File: src/rtl/rtg_pkg.sv
package rtg_pkg;

  // Counter widths: enough for the widest decoded line and tallest frame
  localparam int HCW = 14;
  localparam int VCW = 12;

  // Horizontal field widths (units of four pixels) and derived positions
  localparam int H_ACT_W   = 9;
  localparam int H_FP_W    = 5;
  localparam int H_SYNC_W  = 7;
  localparam int H_BP_W    = 6;
  localparam int H_FP_LSB   = H_ACT_W;
  localparam int H_SYNC_LSB = H_FP_LSB + H_FP_W;
  localparam int H_BP_LSB   = H_SYNC_LSB + H_SYNC_W;
  localparam int H_ODD_BIT  = 31;
  localparam int UNIT_SHIFT = 2;

  // Vertical field widths (lines) and derived positions
  localparam int V_ACT_W   = 11;
  localparam int V_FP_W    = 5;
  localparam int V_SYNC_W  = 6;
  localparam int V_BP_W    = 6;
  localparam int V_FP_LSB   = V_ACT_W;
  localparam int V_SYNC_LSB = V_FP_LSB + V_FP_W;
  localparam int V_BP_LSB   = V_SYNC_LSB + V_SYNC_W;

  // Special active-width codes
  localparam int ACT_CODE0_PIX = 8192;
  localparam int ACT_CODE1_PIX = 8196;
  localparam int ODD_TRIM_PIX  = 4;

  // Register addresses
  localparam int ADDR_W     = 2;
  localparam logic [ADDR_W-1:0] ADDR_HORIZ = 2'd0;
  localparam logic [ADDR_W-1:0] ADDR_VERT  = 2'd1;
  localparam logic [ADDR_W-1:0] ADDR_CTRL  = 2'd2;

  // Control word bits
  localparam int CTL_VIDEO_BIT  = 0;
  localparam int CTL_BLANK_BIT  = 1;
  localparam int CTL_CURSOR_BIT = 2;

  typedef struct packed {
    logic                odd;
    logic [H_BP_W-1:0]   bp;
    logic [H_SYNC_W-1:0] sync;
    logic [H_FP_W-1:0]   fp;
    logic [H_ACT_W-1:0]  act;
  } rtg_hfields_t;

  typedef struct packed {
    logic [V_BP_W-1:0]   bp;
    logic [V_SYNC_W-1:0] sync;
    logic [V_FP_W-1:0]   fp;
    logic [V_ACT_W-1:0]  act;
  } rtg_vfields_t;

  // Decoded span boundaries used by the counters
  typedef struct packed {
    logic [HCW-1:0] hActEnd;
    logic [HCW-1:0] hSyncBeg;
    logic [HCW-1:0] hSyncEnd;
    logic [HCW-1:0] hTotal;
    logic [VCW-1:0] vActEnd;
    logic [VCW-1:0] vSyncBeg;
    logic [VCW-1:0] vSyncEnd;
    logic [VCW-1:0] vTotal;
  } rtg_timing_t;

  // Strobes from control to datapath
  typedef struct packed {
    logic videoOn;
    logic forceBlank;
  } rtg_strobe_t;

  function automatic logic [HCW-1:0] activeWidth(rtg_hfields_t h);
    logic [HCW-1:0] w;
    if (h.act == '0)
      w = HCW'(ACT_CODE0_PIX);
    else if (h.act == H_ACT_W'(1))
      w = HCW'(ACT_CODE1_PIX);
    else
      w = HCW'(h.act) << UNIT_SHIFT;
    if (h.act[0] && h.odd)
      w = w - HCW'(ODD_TRIM_PIX);
    return w;
  endfunction

  function automatic rtg_timing_t buildTiming(rtg_hfields_t h, rtg_vfields_t v);
    rtg_timing_t t;
    t.hActEnd  = activeWidth(h);
    t.hSyncBeg = t.hActEnd  + (HCW'(h.fp)   << UNIT_SHIFT);
    t.hSyncEnd = t.hSyncBeg + (HCW'(h.sync) << UNIT_SHIFT);
    t.hTotal   = t.hSyncEnd + (HCW'(h.bp)   << UNIT_SHIFT);
    t.vActEnd  = VCW'(v.act);
    t.vSyncBeg = t.vActEnd  + VCW'(v.fp);
    t.vSyncEnd = t.vSyncBeg + VCW'(v.sync);
    t.vTotal   = t.vSyncEnd + VCW'(v.bp);
    return t;
  endfunction

endpackage

File: src/rtl/rtg_control.sv
module rtg_control
  import rtg_pkg::*;
#(
  parameter logic [31:0] H_RESET_WORD = 32'h0020_4204,
  parameter logic [31:0] V_RESET_WORD = 32'h0041_0804
) (
  input  logic              clk,
  input  logic              rstN,
  input  logic              cfgWe,
  input  logic [ADDR_W-1:0] cfgAddr,
  input  logic [31:0]       cfgWdata,
  input  logic              frameEnd,
  output rtg_timing_t       timing,
  output rtg_strobe_t       strobe,
  output logic              cursorEn
);

  localparam rtg_hfields_t H_RST = '{
    odd:  H_RESET_WORD[H_ODD_BIT],
    bp:   H_RESET_WORD[H_BP_LSB   +: H_BP_W],
    sync: H_RESET_WORD[H_SYNC_LSB +: H_SYNC_W],
    fp:   H_RESET_WORD[H_FP_LSB   +: H_FP_W],
    act:  H_RESET_WORD[0          +: H_ACT_W]
  };
  localparam rtg_vfields_t V_RST = '{
    bp:   V_RESET_WORD[V_BP_LSB   +: V_BP_W],
    sync: V_RESET_WORD[V_SYNC_LSB +: V_SYNC_W],
    fp:   V_RESET_WORD[V_FP_LSB   +: V_FP_W],
    act:  V_RESET_WORD[0          +: V_ACT_W]
  };

  rtg_hfields_t shadowH, wrH;
  rtg_vfields_t shadowV, wrV;
  rtg_timing_t  timingQ;
  logic         videoQ, blankQ, cursorQ;

  // Bits 30:28 are reserved in both timing words
  logic unusedRsvd;
  assign unusedRsvd = ^cfgWdata[30:28];

  always_comb begin
    wrH.odd  = cfgWdata[H_ODD_BIT];
    wrH.bp   = cfgWdata[H_BP_LSB   +: H_BP_W];
    wrH.sync = cfgWdata[H_SYNC_LSB +: H_SYNC_W];
    wrH.fp   = cfgWdata[H_FP_LSB   +: H_FP_W];
    wrH.act  = cfgWdata[0          +: H_ACT_W];
    wrV.bp   = cfgWdata[V_BP_LSB   +: V_BP_W];
    wrV.sync = cfgWdata[V_SYNC_LSB +: V_SYNC_W];
    wrV.fp   = cfgWdata[V_FP_LSB   +: V_FP_W];
    wrV.act  = cfgWdata[0          +: V_ACT_W];
  end

  // Shadow registers and control bits
  always_ff @(posedge clk or negedge rstN) begin
    if (!rstN) begin
      shadowH <= H_RST;
      shadowV <= V_RST;
      videoQ  <= 1'b0;
      blankQ  <= 1'b0;
      cursorQ <= 1'b0;
    end else if (cfgWe) begin
      case (cfgAddr)
        ADDR_HORIZ: shadowH <= wrH;
        ADDR_VERT:  shadowV <= wrV;
        ADDR_CTRL: begin
          videoQ  <= cfgWdata[CTL_VIDEO_BIT];
          blankQ  <= cfgWdata[CTL_BLANK_BIT];
          cursorQ <= cfgWdata[CTL_CURSOR_BIT];
        end
        default: ;
      endcase
    end
  end

  // Working timing: swapped in only on the last pixel of a frame
  always_ff @(posedge clk or negedge rstN) begin
    if (!rstN)
      timingQ <= buildTiming(H_RST, V_RST);
    else if (frameEnd)
      timingQ <= buildTiming(shadowH, shadowV);
  end

  assign timing            = timingQ;
  assign strobe.videoOn    = videoQ;
  assign strobe.forceBlank = blankQ;
  assign cursorEn          = cursorQ;

  // timing is frozen everywhere except on a frame boundary
  p_hold_midframe_r6: assert property (@(posedge clk) disable iff (!rstN)
    !frameEnd |=> $stable(timing));

  // control bits follow the written word one cycle later
  p_ctrl_follow_r7: assert property (@(posedge clk) disable iff (!rstN)
    (cfgWe && cfgAddr == ADDR_CTRL) |=>
      (strobe.videoOn    == $past(cfgWdata[CTL_VIDEO_BIT]) &&
       strobe.forceBlank == $past(cfgWdata[CTL_BLANK_BIT]) &&
       cursorEn          == $past(cfgWdata[CTL_CURSOR_BIT])));

endmodule

File: src/rtl/rtg_datapath.sv
module rtg_datapath
  import rtg_pkg::*;
(
  input  logic           clk,
  input  logic           rstN,
  input  rtg_timing_t    timing,
  input  rtg_strobe_t    strobe,
  output logic           frameEnd,
  output logic           hSyncN,
  output logic           vSyncN,
  output logic           blankOut,
  output logic           activeVideo,
  output logic [HCW-1:0] posX,
  output logic [VCW-1:0] posY
);

  logic [HCW-1:0] xCnt;
  logic [VCW-1:0] yCnt;
  logic           lastX, lastY, inX, inY;

  assign lastX    = (xCnt == timing.hTotal - HCW'(1));
  assign lastY    = ({1'b0, yCnt} + (VCW+1)'(1)) >= {1'b0, timing.vTotal};
  assign frameEnd = lastX && lastY;

  always_ff @(posedge clk or negedge rstN) begin
    if (!rstN) begin
      xCnt <= '0;
      yCnt <= '0;
    end else if (lastX) begin
      xCnt <= '0;
      yCnt <= lastY ? '0 : yCnt + VCW'(1);
    end else begin
      xCnt <= xCnt + HCW'(1);
    end
  end

  assign inX         = xCnt < timing.hActEnd;
  assign inY         = yCnt < timing.vActEnd;
  assign activeVideo = inX && inY;
  assign hSyncN      = !((xCnt >= timing.hSyncBeg) && (xCnt < timing.hSyncEnd));
  assign vSyncN      = !((yCnt >= timing.vSyncBeg) && (yCnt < timing.vSyncEnd));
  assign blankOut    = !(activeVideo && strobe.videoOn && !strobe.forceBlank);
  assign posX        = activeVideo ? xCnt : '0;
  assign posY        = activeVideo ? yCnt : '0;

  // pixel counter stays inside the programmed line
  p_x_bound_r1: assert property (@(posedge clk) disable iff (!rstN)
    xCnt < timing.hTotal);

  // the last pixel of a line is followed by column zero
  p_line_wrap_r1: assert property (@(posedge clk) disable iff (!rstN)
    lastX |=> (xCnt == '0));

  // line counter stays inside the programmed frame
  p_y_bound_r4: assert property (@(posedge clk) disable iff (!rstN)
    yCnt < timing.vTotal);

  // horizontal sync never overlaps active video
  p_sync_outside_active_r5: assert property (@(posedge clk) disable iff (!rstN)
    !hSyncN |-> !activeVideo);

  // disabled or forced-blank video is always blanked
  p_blank_when_off_r7: assert property (@(posedge clk) disable iff (!rstN)
    (!strobe.videoOn || strobe.forceBlank) |-> blankOut);

  // coordinates read zero outside the active region
  p_pos_zero_r9: assert property (@(posedge clk) disable iff (!rstN)
    !activeVideo |-> (posX == '0 && posY == '0));

endmodule

File: src/rtl/raster_timing_gen.sv
module raster_timing_gen
  import rtg_pkg::*;
#(
  parameter logic [31:0] H_RESET_WORD = 32'h0020_4204,
  parameter logic [31:0] V_RESET_WORD = 32'h0041_0804
) (
  input  logic        clk,
  input  logic        rstN,
  input  logic        cfgWe,
  input  logic [1:0]  cfgAddr,
  input  logic [31:0] cfgWdata,
  output logic        hSyncN,
  output logic        vSyncN,
  output logic        blankOut,
  output logic        activeVideo,
  output logic        cursorEn,
  output logic [13:0] posX,
  output logic [11:0] posY
);

  rtg_timing_t timing;
  rtg_strobe_t strobe;
  logic        frameEnd;

  rtg_control #(
    .H_RESET_WORD(H_RESET_WORD),
    .V_RESET_WORD(V_RESET_WORD)
  ) u_control (
    .clk      (clk),
    .rstN     (rstN),
    .cfgWe    (cfgWe),
    .cfgAddr  (cfgAddr),
    .cfgWdata (cfgWdata),
    .frameEnd (frameEnd),
    .timing   (timing),
    .strobe   (strobe),
    .cursorEn (cursorEn)
  );

  rtg_datapath u_datapath (
    .clk         (clk),
    .rstN        (rstN),
    .timing      (timing),
    .strobe      (strobe),
    .frameEnd    (frameEnd),
    .hSyncN      (hSyncN),
    .vSyncN      (vSyncN),
    .blankOut    (blankOut),
    .activeVideo (activeVideo),
    .posX        (posX),
    .posY        (posY)
  );

endmodule

File: config.mk
export PLATFORM = sky130hd
export DESIGN_NAME = raster_timing_gen
export DESIGN_NICKNAME = d
export VERILOG_FILES = /design/src/rtl/rtg_pkg.sv /design/src/rtl/rtg_control.sv /design/src/rtl/rtg_datapath.sv /design/src/rtl/raster_timing_gen.sv
export SDC_FILE = /design/constraint.sdc
export NUM_CORES = 1
export LEC_CHECK = 0
export ABC_CLOCK_PERIOD_IN_PS = 11040
export BUFFER_PORTS_ARGS = -buffer_cell sky130_fd_sc_hd__clkbuf_2
export CORE_MARGIN = 8
export CORE_UTILIZATION = 45
export DETAILED_ROUTE_END_ITERATION = 12
export GPL_TIMING_DRIVEN = 0
export HOLD_SLACK_MARGIN = 0.15
export PLACE_DENSITY = 0.64
export RECOVER_POWER = 100
export SLEW_MARGIN = 40
export SYNTH_ARGS = -nofsm -noshare
export SYNTH_HDL_FRONTEND = slang
export SYNTH_SLANG_ARGS = --single-unit
File: constraint.sdc
create_clock -name clk -period 11.04 [get_ports clk]
set_input_delay 1.656 -clock clk [delete_from_list [all_inputs] [get_ports clk]]
set_output_delay 1.656 -clock clk [all_outputs]
set_load 0.02 [all_outputs]
==> impl_metrics.env, run 1 <==
export IMPL_reg2reg_depth=15
export IMPL_fin_skew_ns=0.0118
export IMPL_htreeDepth=4
export IMPL_peakVddDrop_uv=106
export IMPL_synth_compound_area_share_pct=12.6
export IMPL_netlist_area_leader_share_pct=33.8
export IMPL_max_stage_delay_ns=2.25
export IMPL_ys_top_cells_by_count="dfrtp_1, ha_1, inv_1"
export IMPL_grt_pass1_vias=8654
export IMPL_boundaryPins=68
export IMPL_timing_rr_start="u_datapath.yCnt[1]"
export IMPL_setup_tns_ns=0
export IMPL_antenna_found_initial=0
export IMPL_worst_slack_ns=4.27
export IMPL_startpoint_type="primary input"
export IMPL_cts_sinks=180
export IMPL_initialDrtViolationCount=393
export IMPL_setup_violations=0
export IMPL_period_share_pct=61.4
export IMPL_maxCapViolCount=5
export IMPL_cp_data_arrival_time_ns=6.65
export IMPL_ys_async_sr_fraction_pct=100
export IMPL_syn2layout_area_growth_pct=10.4
export IMPL_final_min_clock_period_ns=6.77
export IMPL_max_freq_mhz=148
export IMPL_syn_avg_cell_area_um2=10.2
export IMPL_vias=8352
export IMPL_grt_pass1_wl_um=47600
export IMPL_rsz0062_at_grt="no"
export IMPL_syn_area_um2=11600
export IMPL_grt_max_degree=58
export IMPL_drc=0
export IMPL_synth_largest_area_cell="dfrtp_1"
export IMPL_dieArea_um2=31100
export IMPL_crit_type="primary input to async pin"
export IMPL_synth_xor_area_share_pct=6.29
export IMPL_synth_simple_area_share_pct=12.2
export IMPL_clock_path_buffers=2
export IMPL_synth_cells=1130
export IMPL_min_to="u_control.timing[65]"
export IMPL_detail_route_wl_per_cell_um=18.9
export IMPL_hold_slack_ns=0.475
export IMPL_syn_nets=1295
export IMPL_ys_warn_count=0
export IMPL_synth_fa_ha_area_share_pct=14.3
export IMPL_hold_path_startpoint="u_control.timing[65]"
export IMPL_postCtsHoldBufs=0
export IMPL_clockRootBuffer="clkbuf_16"
export IMPL_dp_hpwl_um=23100
export IMPL_rows=58
export IMPL_nNetsFinal=1380
export IMPL_max_slew_margin_rel_pct=-107
export IMPL_diodes=0
export IMPL_gr_usage_all_layers_pct=19.7
export IMPL_min_path_cells=2
export IMPL_synth_edff_count=0
export IMPL_post_place_ws_ns=5.95
export IMPL_worstReg2RegEnd="u_control.timing[72]"
export IMPL_yosysMostFrequentCell="dfrtp_1"
export IMPL_min_path_type="register to register"
export IMPL_synth_top_cells_by_area="dfrtp_1, ha_1, mux2_2, dfstp_2, xnor2_1"
export IMPL_firstDrtPassIters=5
export IMPL_ff2ff_setup_slack_ns=5.68
export IMPL_synth_distinct_cells=75
export IMPL_gp_congestion=0.833
export IMPL_maxSlewViolCount=197
export IMPL_overflow=0
export IMPL_p_total_w=0.00233
export IMPL_synth_top_family_by_area="adder cells"
export IMPL_clkLatencyLatePin_ns=0.44
export IMPL_critPathSlowestCell="clkbuf_1"
export IMPL_routed_via_density=5.36
export IMPL_die_width_um=176
export IMPL_core_area_um2=25200
export IMPL_hold_viol=0
export IMPL_worst_pin_slew_ns=3.11
export IMPL_status="finished, violations left"
export IMPL_synthFlopType="dfrtp_1"
export IMPL_path_max_fanout=57
export IMPL_worstPathCellList="clkbuf_1, clkbuf_1, clkbuf_1"
export IMPL_wl_um=29500
export IMPL_cts_resized=0
export IMPL_synth_seq_area_share_pct=39.3
export IMPL_die_h_um=176
export IMPL_synthMuxAreaShare_pct=9.92
export IMPL_numCtsBuffers=17
export IMPL_initial_core_util_pct=45.9
export IMPL_postCtsSetupBuffers=0
export IMPL_drive_gt1_share_pct=18.9
export IMPL_clk_transition_reported_paths_ns=0.07
export IMPL_violations="capacitance limit, slew limit"
export IMPL_io_buffers=63
export IMPL_crit_top_cell="clkbuf_1"
export IMPL_p_leak_nw=5.85
export IMPL_critPathCaptureType="async pin"
export IMPL_detail_route_antenna_nets=0
export IMPL_ys_seq_elements=180
export IMPL_cellPowerDensity_nw_per_um2=183
export IMPL_required_ns=10.91
export IMPL_cts_tree="yes"
export IMPL_finalCoreUtilization_pct=50.6
-- layer usage --
metal  vias up  track usage [%]  part of all wire (%)
li1       4094                -                     -
met3        38             3.70                   4.1
met1      4054             27.4                    49
met4         0             7.14                   2.3
met5         -                0                     0
met2       166             30.3                    44
-- layout make-up --
cell class / instances / area, µm²
clock buffer: 19 / 453
tap: 330 / 413
buffer: 39 / 173
timing repair buffer: 66 / 312
multi-input combinational: 810 / 6340
sequential: 180 / 4530
inverter: 101 / 379
fill: 2329 / 12400
clock inverter: 13 / 148
-- flip-flops by register name (all words and copies together) (netlist names) --
| name | flops |
|---|---|
| u_datapath.yCnt | 12 |
| u_control.cursorEn | 1 |
| u_control.blankQ | 1 |
| u_control.videoQ | 1 |
| u_datapath.xCnt | 14 |
| u_control.timing | 95 |
| u_control.shadowH | 28 |
| u_control.shadowV | 28 |
-- worst max path at each step --
stage,from,endpoint,slack [ns],cells after the start
after detailed placement,u_datapath.xCnt[3],posX[12],5.95,11
after floorplan,u_datapath.xCnt[3],posX[10],6.79,10
after global routing,rstN,u_control.timing[60],3.03,3
final,rstN,u_control.timing[57],4.27,3
after CTS,u_datapath.yCnt[1],posX[12],5.48,11
after global placement,rstN,u_datapath.xCnt[2],4.84,1
-- metrics by stage --
stage          area [µm²]  instances
2_1_floorplan       11600       1130
6_report            12800       1558
4_1_cts             13000       1558
5_1_grt             12800       1558
3_5_place_dp        12400       1526
3_3_place_gp        12300       1523
-- report_power, final --
group	switching [W]	leakage (nW)	internal, W
Sequential	0.0000417	2.31	0.000705
Clock	0.000277	0.295	0.000349
Combinational	0.000557	3.25	0.000402
-- cell usage in the layout, fill, tap and decap left out, drive strengths merged, types with 48 or more instances in the layout --
cell    instances
nand2          74
o21ai          73
dfrtp         156
nor2           57
mux2          100
a21oi          59
xnor2          48
inv           105
clkbuf        117
ha            122
-- worst max-delay path, delay by kind of cell --
| kind | cells | cell delay, ns |
|---|---|---|
| buf+inv | 3 | 4.93 |
-- kinds of logic (layout without fill, tap and decap cells) --
kind of cell | Yosys count | after routing
AOI/OAI and AO/OA | 231 | 231
xor gates and xnor gates | 83 | 83
adders and majority gates | 128 | 128
buffers and inverters | 140 | 238
DFF | 180 | 180
muxes | 102 | 102
other | 1 | 1
and+or+nand+nor | 265 | 265
(Power assumes the default switching activity.)
==> run 2: changes to the inputs <==
--- a/config.mk
+++ b/config.mk
@@ -5,7 +5,7 @@
 export SDC_FILE = /design/constraint.sdc
 export NUM_CORES = 1
 export LEC_CHECK = 0
-export ABC_CLOCK_PERIOD_IN_PS = 11040
+export ABC_CLOCK_PERIOD_IN_PS = 6500
 export BUFFER_PORTS_ARGS = -buffer_cell sky130_fd_sc_hd__clkbuf_2
 export CORE_MARGIN = 8
 export CORE_UTILIZATION = 45
==> constraint.sdc (replaced) <==
create_clock -name clk -period 6.5 [get_ports clk]
set_input_delay 0.975 -clock clk [delete_from_list [all_inputs] [get_ports clk]]
set_output_delay 0.975 -clock clk [all_outputs]
set_load 0.02 [all_outputs]
==> run 2 against run 1 <==
Net effect: the flow still finishes with violations (capacitance limit, slew limit); sequential share of layout area about the same; non-clock buffer count unchanged; clock-buffer cell count unchanged; flip-flop and latch count unchanged; via count up 0.26%; sequential power up 70%; hold slack about the same; setup slack worse by 3.0 ns; combinational power up 70%; critical path type is now register to primary output; critical endpoint is now posX[10]; largest power group unchanged.
==> impl_metrics.env, run 2 (synthesized netlist as in run 1, its figures left out) <==
export IMPL_maxSlewViolCount=139
export IMPL_required_ns=5.52
export IMPL_violations="capacitance limit, slew limit"
export IMPL_vias=8374
export IMPL_diodes=0
export IMPL_core_area_um2=25200
export IMPL_firstDrtPassIters=5
export IMPL_io_buffers=63
export IMPL_largest_reg_flops=95
export IMPL_detail_route_antenna_nets=0
export IMPL_syn2layout_area_growth_pct=10.5
export IMPL_cp_endpoint="posX[10]"
export IMPL_cts_resized=0
export IMPL_cellPowerDensity_nw_per_um2=310
export IMPL_worstReg2RegEnd="u_control.timing[26]"
export IMPL_ff2ff_setup_slack_ns=1.30
export IMPL_drive_gt1_share_pct=19.2
export IMPL_grt_pass1_wl_um=47600
export IMPL_numCtsBuffers=17
export IMPL_postCtsHoldBufs=0
export IMPL_initialDrtViolationCount=411
export IMPL_overflow=0
export IMPL_fin_skew_ns=0.0100
export IMPL_boundaryPins=68
export IMPL_dp_hpwl_um=23100
export IMPL_rsz0062_at_grt="no"
export IMPL_min_path_type="register to register"
export IMPL_path_max_fanout=10
export IMPL_layout_commonest_cell="dfrtp_1"
export IMPL_final_cell_mix="dfrtp_1, ha_1, inv_1, mux2_2, nand2_1"
export IMPL_setup_tns_ns=0
export IMPL_die_width_um=176
export IMPL_hold_path_startpoint="u_control.timing[65]"
export IMPL_htreeDepth=4
export IMPL_final_min_clock_period_ns=5.27
export IMPL_max_slew_margin_rel_pct=-107
export IMPL_grt_max_degree=58
export IMPL_cts_tree="yes"
export IMPL_worst_pin_slew_ns=3.11
export IMPL_nNetsFinal=1380
export IMPL_maxCapViolCount=4
export IMPL_status="finished, violations left"
export IMPL_detail_route_wl_per_cell_um=18.9
export IMPL_gr_usage_all_layers_pct=19.7
export IMPL_hold_slack_ns=0.475
export IMPL_routed_via_density=5.37
export IMPL_hold_viol=0
export IMPL_dp_cells=1526
export IMPL_finalCoreUtilization_pct=50.7
export IMPL_timing_rr_start="u_datapath.yCnt[1]"
export IMPL_rows=58
export IMPL_dieArea_um2=31100
export IMPL_p_leak_nw=5.86
export IMPL_peakVddDrop_uv=181
export IMPL_postCtsSetupBuffers=0
export IMPL_antenna_found_initial=0
export IMPL_crit_start="u_datapath.xCnt[3]"
export IMPL_gp_congestion=0.833
export IMPL_startpoint_type="register"
export IMPL_clkLatencyLatePin_ns=0.44
export IMPL_clock_path_buffers=2
export IMPL_cp_data_arrival_time_ns=4.29
export IMPL_crit_type="register to primary output"
export IMPL_final_cells=1558
export IMPL_period_share_pct=81.0
export IMPL_clockRootBuffer="clkbuf_16"
export IMPL_grt_pass1_vias=8654
export IMPL_reg2reg_depth=16
export IMPL_cts_sinks=180
export IMPL_wl_um=29500
export IMPL_clk_transition_reported_paths_ns=0.07
export IMPL_max_freq_mhz=190
export IMPL_setup_violations=0
export IMPL_drc=0
export IMPL_die_h_um=176
export IMPL_critPathCaptureType="primary output"
export IMPL_initial_core_util_pct=45.9
-- run 2: cell types whose count changed in the layout (fill, tap and decap cells not counted) --
cell      delta
a21oi_1      -2
a21oi_2      +2
buf_6        +1
clkbuf_1     -2
clkbuf_2     +1
-- run 2: routing by layer --
metal / wire length [µm] / vias up / global-route usage, %
li1: - / 4091 / -
met1: 14600 / 4057 / 27.4
met2: 12900 / 181 / 30.3
met3: 1260 / 45 / 3.70
met4: 748 / 0 / 7.14
met5: 0 / - / 0
-- run 2: metrics by stage --
stage               worst slack, ns  instance area, µm²  total power, W
global route                  0.795               12800         0.00422
detailed placement             2.08               12400         0.00290
CTS                            1.62               13000         0.00398
global placement              0.978               12300         0.00285
floorplan                      2.78               11600         0.00246
finish                         1.23               12800         0.00396
-- run 2: area by class of cell --
type / count / area, µm²
timing repair buffer: 66 / 313
multi-input combinational: 810 / 6350
clock inverter: 13 / 148
inverter: 101 / 379
tap: 330 / 413
clock buffer: 19 / 453
buffer: 39 / 180
sequential: 180 / 4530
fill: 2329 / 12400
-- run 2: worst min path at each step --
stage                     slack (ns)                    end  cells past startpoint
after floorplan                 0.45   u_control.timing[13]                      2
after global placement          0.45   u_control.timing[65]                      2
after detailed placement        0.46   u_control.timing[65]                      2
after CTS                       0.42   u_control.timing[40]                      1
after global routing            0.50  u_control.timing[102]                      1
final                           0.47   u_control.timing[65]                      2
-- run 2: power breakdown --
group | switching (W) | internal (W) | leakage (nW)
clock | 0.000471 | 0.000593 | 0.295
combinational | 0.000943 | 0.000683 | 3.26
sequential | 0.0000707 | 0.00120 | 2.31
-- run 2: critical path, stage by stage, from the launching register on --
cell      delay, ns
dfrtp_1        0.64
ha_1           0.32
a21boi_0       0.13
o21ai_0        0.15
a21boi_0       0.10
o21ai_0        0.18
a21oi_1        0.12
o211a_1        0.24
a211oi_1       0.98
clkbuf_1       0.55
and2_1         0.21
clkbuf_1       0.24
==> run 3: changes to the inputs <==
--- a/config.mk
+++ b/config.mk
@@ -5,14 +5,14 @@
 export SDC_FILE = /design/constraint.sdc
 export NUM_CORES = 1
 export LEC_CHECK = 0
-export ABC_CLOCK_PERIOD_IN_PS = 6500
+export ABC_CLOCK_PERIOD_IN_PS = 4500
 export BUFFER_PORTS_ARGS = -buffer_cell sky130_fd_sc_hd__clkbuf_2
 export CORE_MARGIN = 8
 export CORE_UTILIZATION = 45
 export DETAILED_ROUTE_END_ITERATION = 12
 export GPL_TIMING_DRIVEN = 0
 export HOLD_SLACK_MARGIN = 0.15
-export PLACE_DENSITY = 0.64
+export PLACE_DENSITY = 0.66
 export RECOVER_POWER = 100
 export SLEW_MARGIN = 40
 export SYNTH_ARGS = -nofsm -noshare
==> constraint.sdc (replaced) <==
create_clock -name clk -period 4.5 [get_ports clk]
set_input_delay 0.675 -clock clk [delete_from_list [all_inputs] [get_ports clk]]
set_output_delay 0.675 -clock clk [all_outputs]
set_load 0.02 [all_outputs]
==> run 3 against run 2 <==
Net effect: combinational power rose by 42%; the run still ends with capacitance limit, slew limit left; critical path type is now register to register; via count rose by 0.29%; highest routed layer unchanged; sequential power rose by 44%; clock-buffer cell count rose by 2.
==> impl_metrics.env, run 3 (synthesized netlist as in run 1, its figures left out) <==
export IMPL_worst_slack_ns=0.265
export IMPL_boundaryPins=68
export IMPL_worstPathCellList="inv_1, ha_1, nand3_2, nor3_2, xor2_1, ha_1, a21oi_1, nand2_1, or2_2, xor2_1, ha_1, or2_2, nand2_1, a21oi_1, o21ai_0, xnor2_1, o2111ai_1, xnor2_1, o21ai_1"
export IMPL_ff2ff_setup_slack_ns=0.26
export IMPL_p_leak_nw=5.93
export IMPL_clk_transition_reported_paths_ns=0.07
export IMPL_setup_tns_ns=0
export IMPL_numCtsBuffers=17
export IMPL_gr_usage_all_layers_pct=19.3
export IMPL_p_total_w=0.00565
export IMPL_cts_tree="yes"
export IMPL_drive_gt1_share_pct=21.2
export IMPL_cts_sinks=180
export IMPL_status="finished, violations left"
export IMPL_die_h_um=176
export IMPL_layout_commonest_cell="dfrtp_1"
export IMPL_period_share_pct=94.1
export IMPL_post_place_ws_ns=0.0928
export IMPL_hold_viol=0
export IMPL_clock_path_buffers=2
export IMPL_rsz0062_at_grt="no"
export IMPL_firstDrtPassIters=5
export IMPL_syn2layout_area_growth_pct=12.1
export IMPL_max_slew_margin_rel_pct=-2.81
export IMPL_grt_pass1_vias=8608
export IMPL_detail_route_wl_per_cell_um=18.5
export IMPL_path_max_fanout=5
export IMPL_final_area_um2=12900
export IMPL_die_width_um=176
export IMPL_dieArea_um2=31100
export IMPL_drc=0
export IMPL_htreeDepth=4
export IMPL_detail_route_antenna_nets=0
export IMPL_violations="capacitance limit, slew limit"
export IMPL_dp_hpwl_um=22600
export IMPL_final_cell_mix="dfrtp_1, ha_1, inv_1, mux2_2, nand2_1"
export IMPL_antenna_found_initial=0
export IMPL_setup_violations=0
export IMPL_io_buffers=63
export IMPL_crit_top_cell="ha_1"
export IMPL_peakVddDrop_uv=258
export IMPL_cellPowerDensity_nw_per_um2=436
export IMPL_rows=58
export IMPL_initial_core_util_pct=45.9
export IMPL_vias=8398
export IMPL_min_path_type="register to register"
export IMPL_maxSlewViolCount=29
export IMPL_max_freq_mhz=236
export IMPL_diodes=0
export IMPL_cp_data_arrival_time_ns=4.56
export IMPL_nNetsFinal=1383
export IMPL_required_ns=4.82
export IMPL_grt_pass1_wl_um=46900
export IMPL_max_stage_delay_ns=0.43
export IMPL_hold_slack_ns=0.472
export IMPL_critPathCaptureType="register"
export IMPL_overflow=0
export IMPL_crit_type="register to register"
export IMPL_initialDrtViolationCount=376
export IMPL_fin_skew_ns=0.0104
export IMPL_cp_top_family="simple AND/OR/NAND/NOR gates"
export IMPL_routed_via_density=5.38
export IMPL_clockRootBuffer="clkbuf_16"
export IMPL_grt_max_degree=58
export IMPL_seq_area_um2=4540
export IMPL_core_area_um2=25200
export IMPL_final_min_clock_period_ns=4.24
export IMPL_worst_pin_slew_ns=1.54
export IMPL_multiInputGateArea_um2=6430
export IMPL_clkLatencyLatePin_ns=0.44
export IMPL_critPathSlowestCell="dfrtp_1"
export IMPL_worst_path_buf_inv=1
export IMPL_maxCapViolCount=1
export IMPL_largest_reg_flops=95
export IMPL_wl_um=29000
export IMPL_gp_congestion=0.868
export IMPL_startpoint_type="register"
export IMPL_post_dp_cell_area_um2=12400
export IMPL_nFillCells=2351
==> run 3: cell types whose count changed in the layout (fill, tap and decap cells not counted), sizes merged <==
cell         delta
buf             +8
bufinv          -1
clkbuf          -4
clkinv          -2
clkinvlp        +1
dlygate4sd3     +1
==> run 3: worst reg2reg max path: stages (launching register included) <==
cell	delay, ns
dfrtp_1	0.43
inv_1	0.13
ha_1	0.18
nand3_2	0.16
nor3_2	0.17
xor2_1	0.27
ha_1	0.31
a21oi_1	0.16
nand2_1	0.07
or2_2	0.28
xor2_1	0.24
ha_1	0.32
or2_2	0.30
nand2_1	0.07
a21oi_1	0.05
o21ai_0	0.21
xnor2_1	0.27
o2111ai_1	0.23
xnor2_1	0.20
o21ai_1	0.07
==> run 3: per-layer routing <==
metal,wire length [µm],global-route usage [%],vias up
li1,-,-,4100
met1,14400,26.6,4119
met4,431,5.72,0
met5,0,0,-
met2,13000,30.5,157
met3,1060,3.23,22
==> run 3: repair_timing <==
item	4_1_cts	5_1_grt
buffers inserted	0	2
setup endpoints to repair	10	105
hold buffers	1	0
gates resized for setup	2	10
hold endpoints to repair	26	0
pin swaps	0	2
==> run 3: per-stage QoR <==
| step | std cells | util [%] |
|---|---|---|
| 2_1_floorplan | 1130 | - |
| 3_3_place_gp | 1523 | 48.8 |
| 3_5_place_dp | 1526 | 49.2 |
| 4_1_cts | 1559 | 51.6 |
| 5_1_grt | 1561 | 51.4 |
| 6_report | 1561 | 51.4 |
==> run 3: path summary, 6_finish.rpt <==
check	start	endpoint	depth (start not counted)
setup / recovery	u_control.shadowH[0]	u_control.timing[59]	19
hold / removal	u_control.timing[13]	u_control.timing[13]	2
setup reg to reg	u_control.shadowH[0]	u_control.timing[59]	19
hold reg to reg	u_control.timing[13]	u_control.timing[13]	2
max in group asynchronous	rstN	u_control.timing[52]	4
min in group asynchronous	rstN	u_control.timing[40]	2
==> run 3: cell type report <==
| class | instances | area share, % |
|---|---|---|
| multi-input cells | 810 | 49.7 |
| well taps | 330 | 3.19 |
| inverters | 101 | 2.93 |
| repair buffers | 69 | 2.77 |
| flip-flops and latches | 180 | 35.0 |
| clock buffers | 21 | 3.63 |
| plain buffers | 39 | 1.87 |
| clock inverters | 11 | 0.908 |
==> run 3: report_power, final <==
part	leakage [nW]	total, W	internal (W)	switching [W]
clock	0.283	0.00151	0.000820	0.000689
combinational	3.35	0.00231	0.00101	0.00130
sequential	2.30	0.00183	0.00173	0.000104
total	5.93	0.00565	0.00356	0.00209
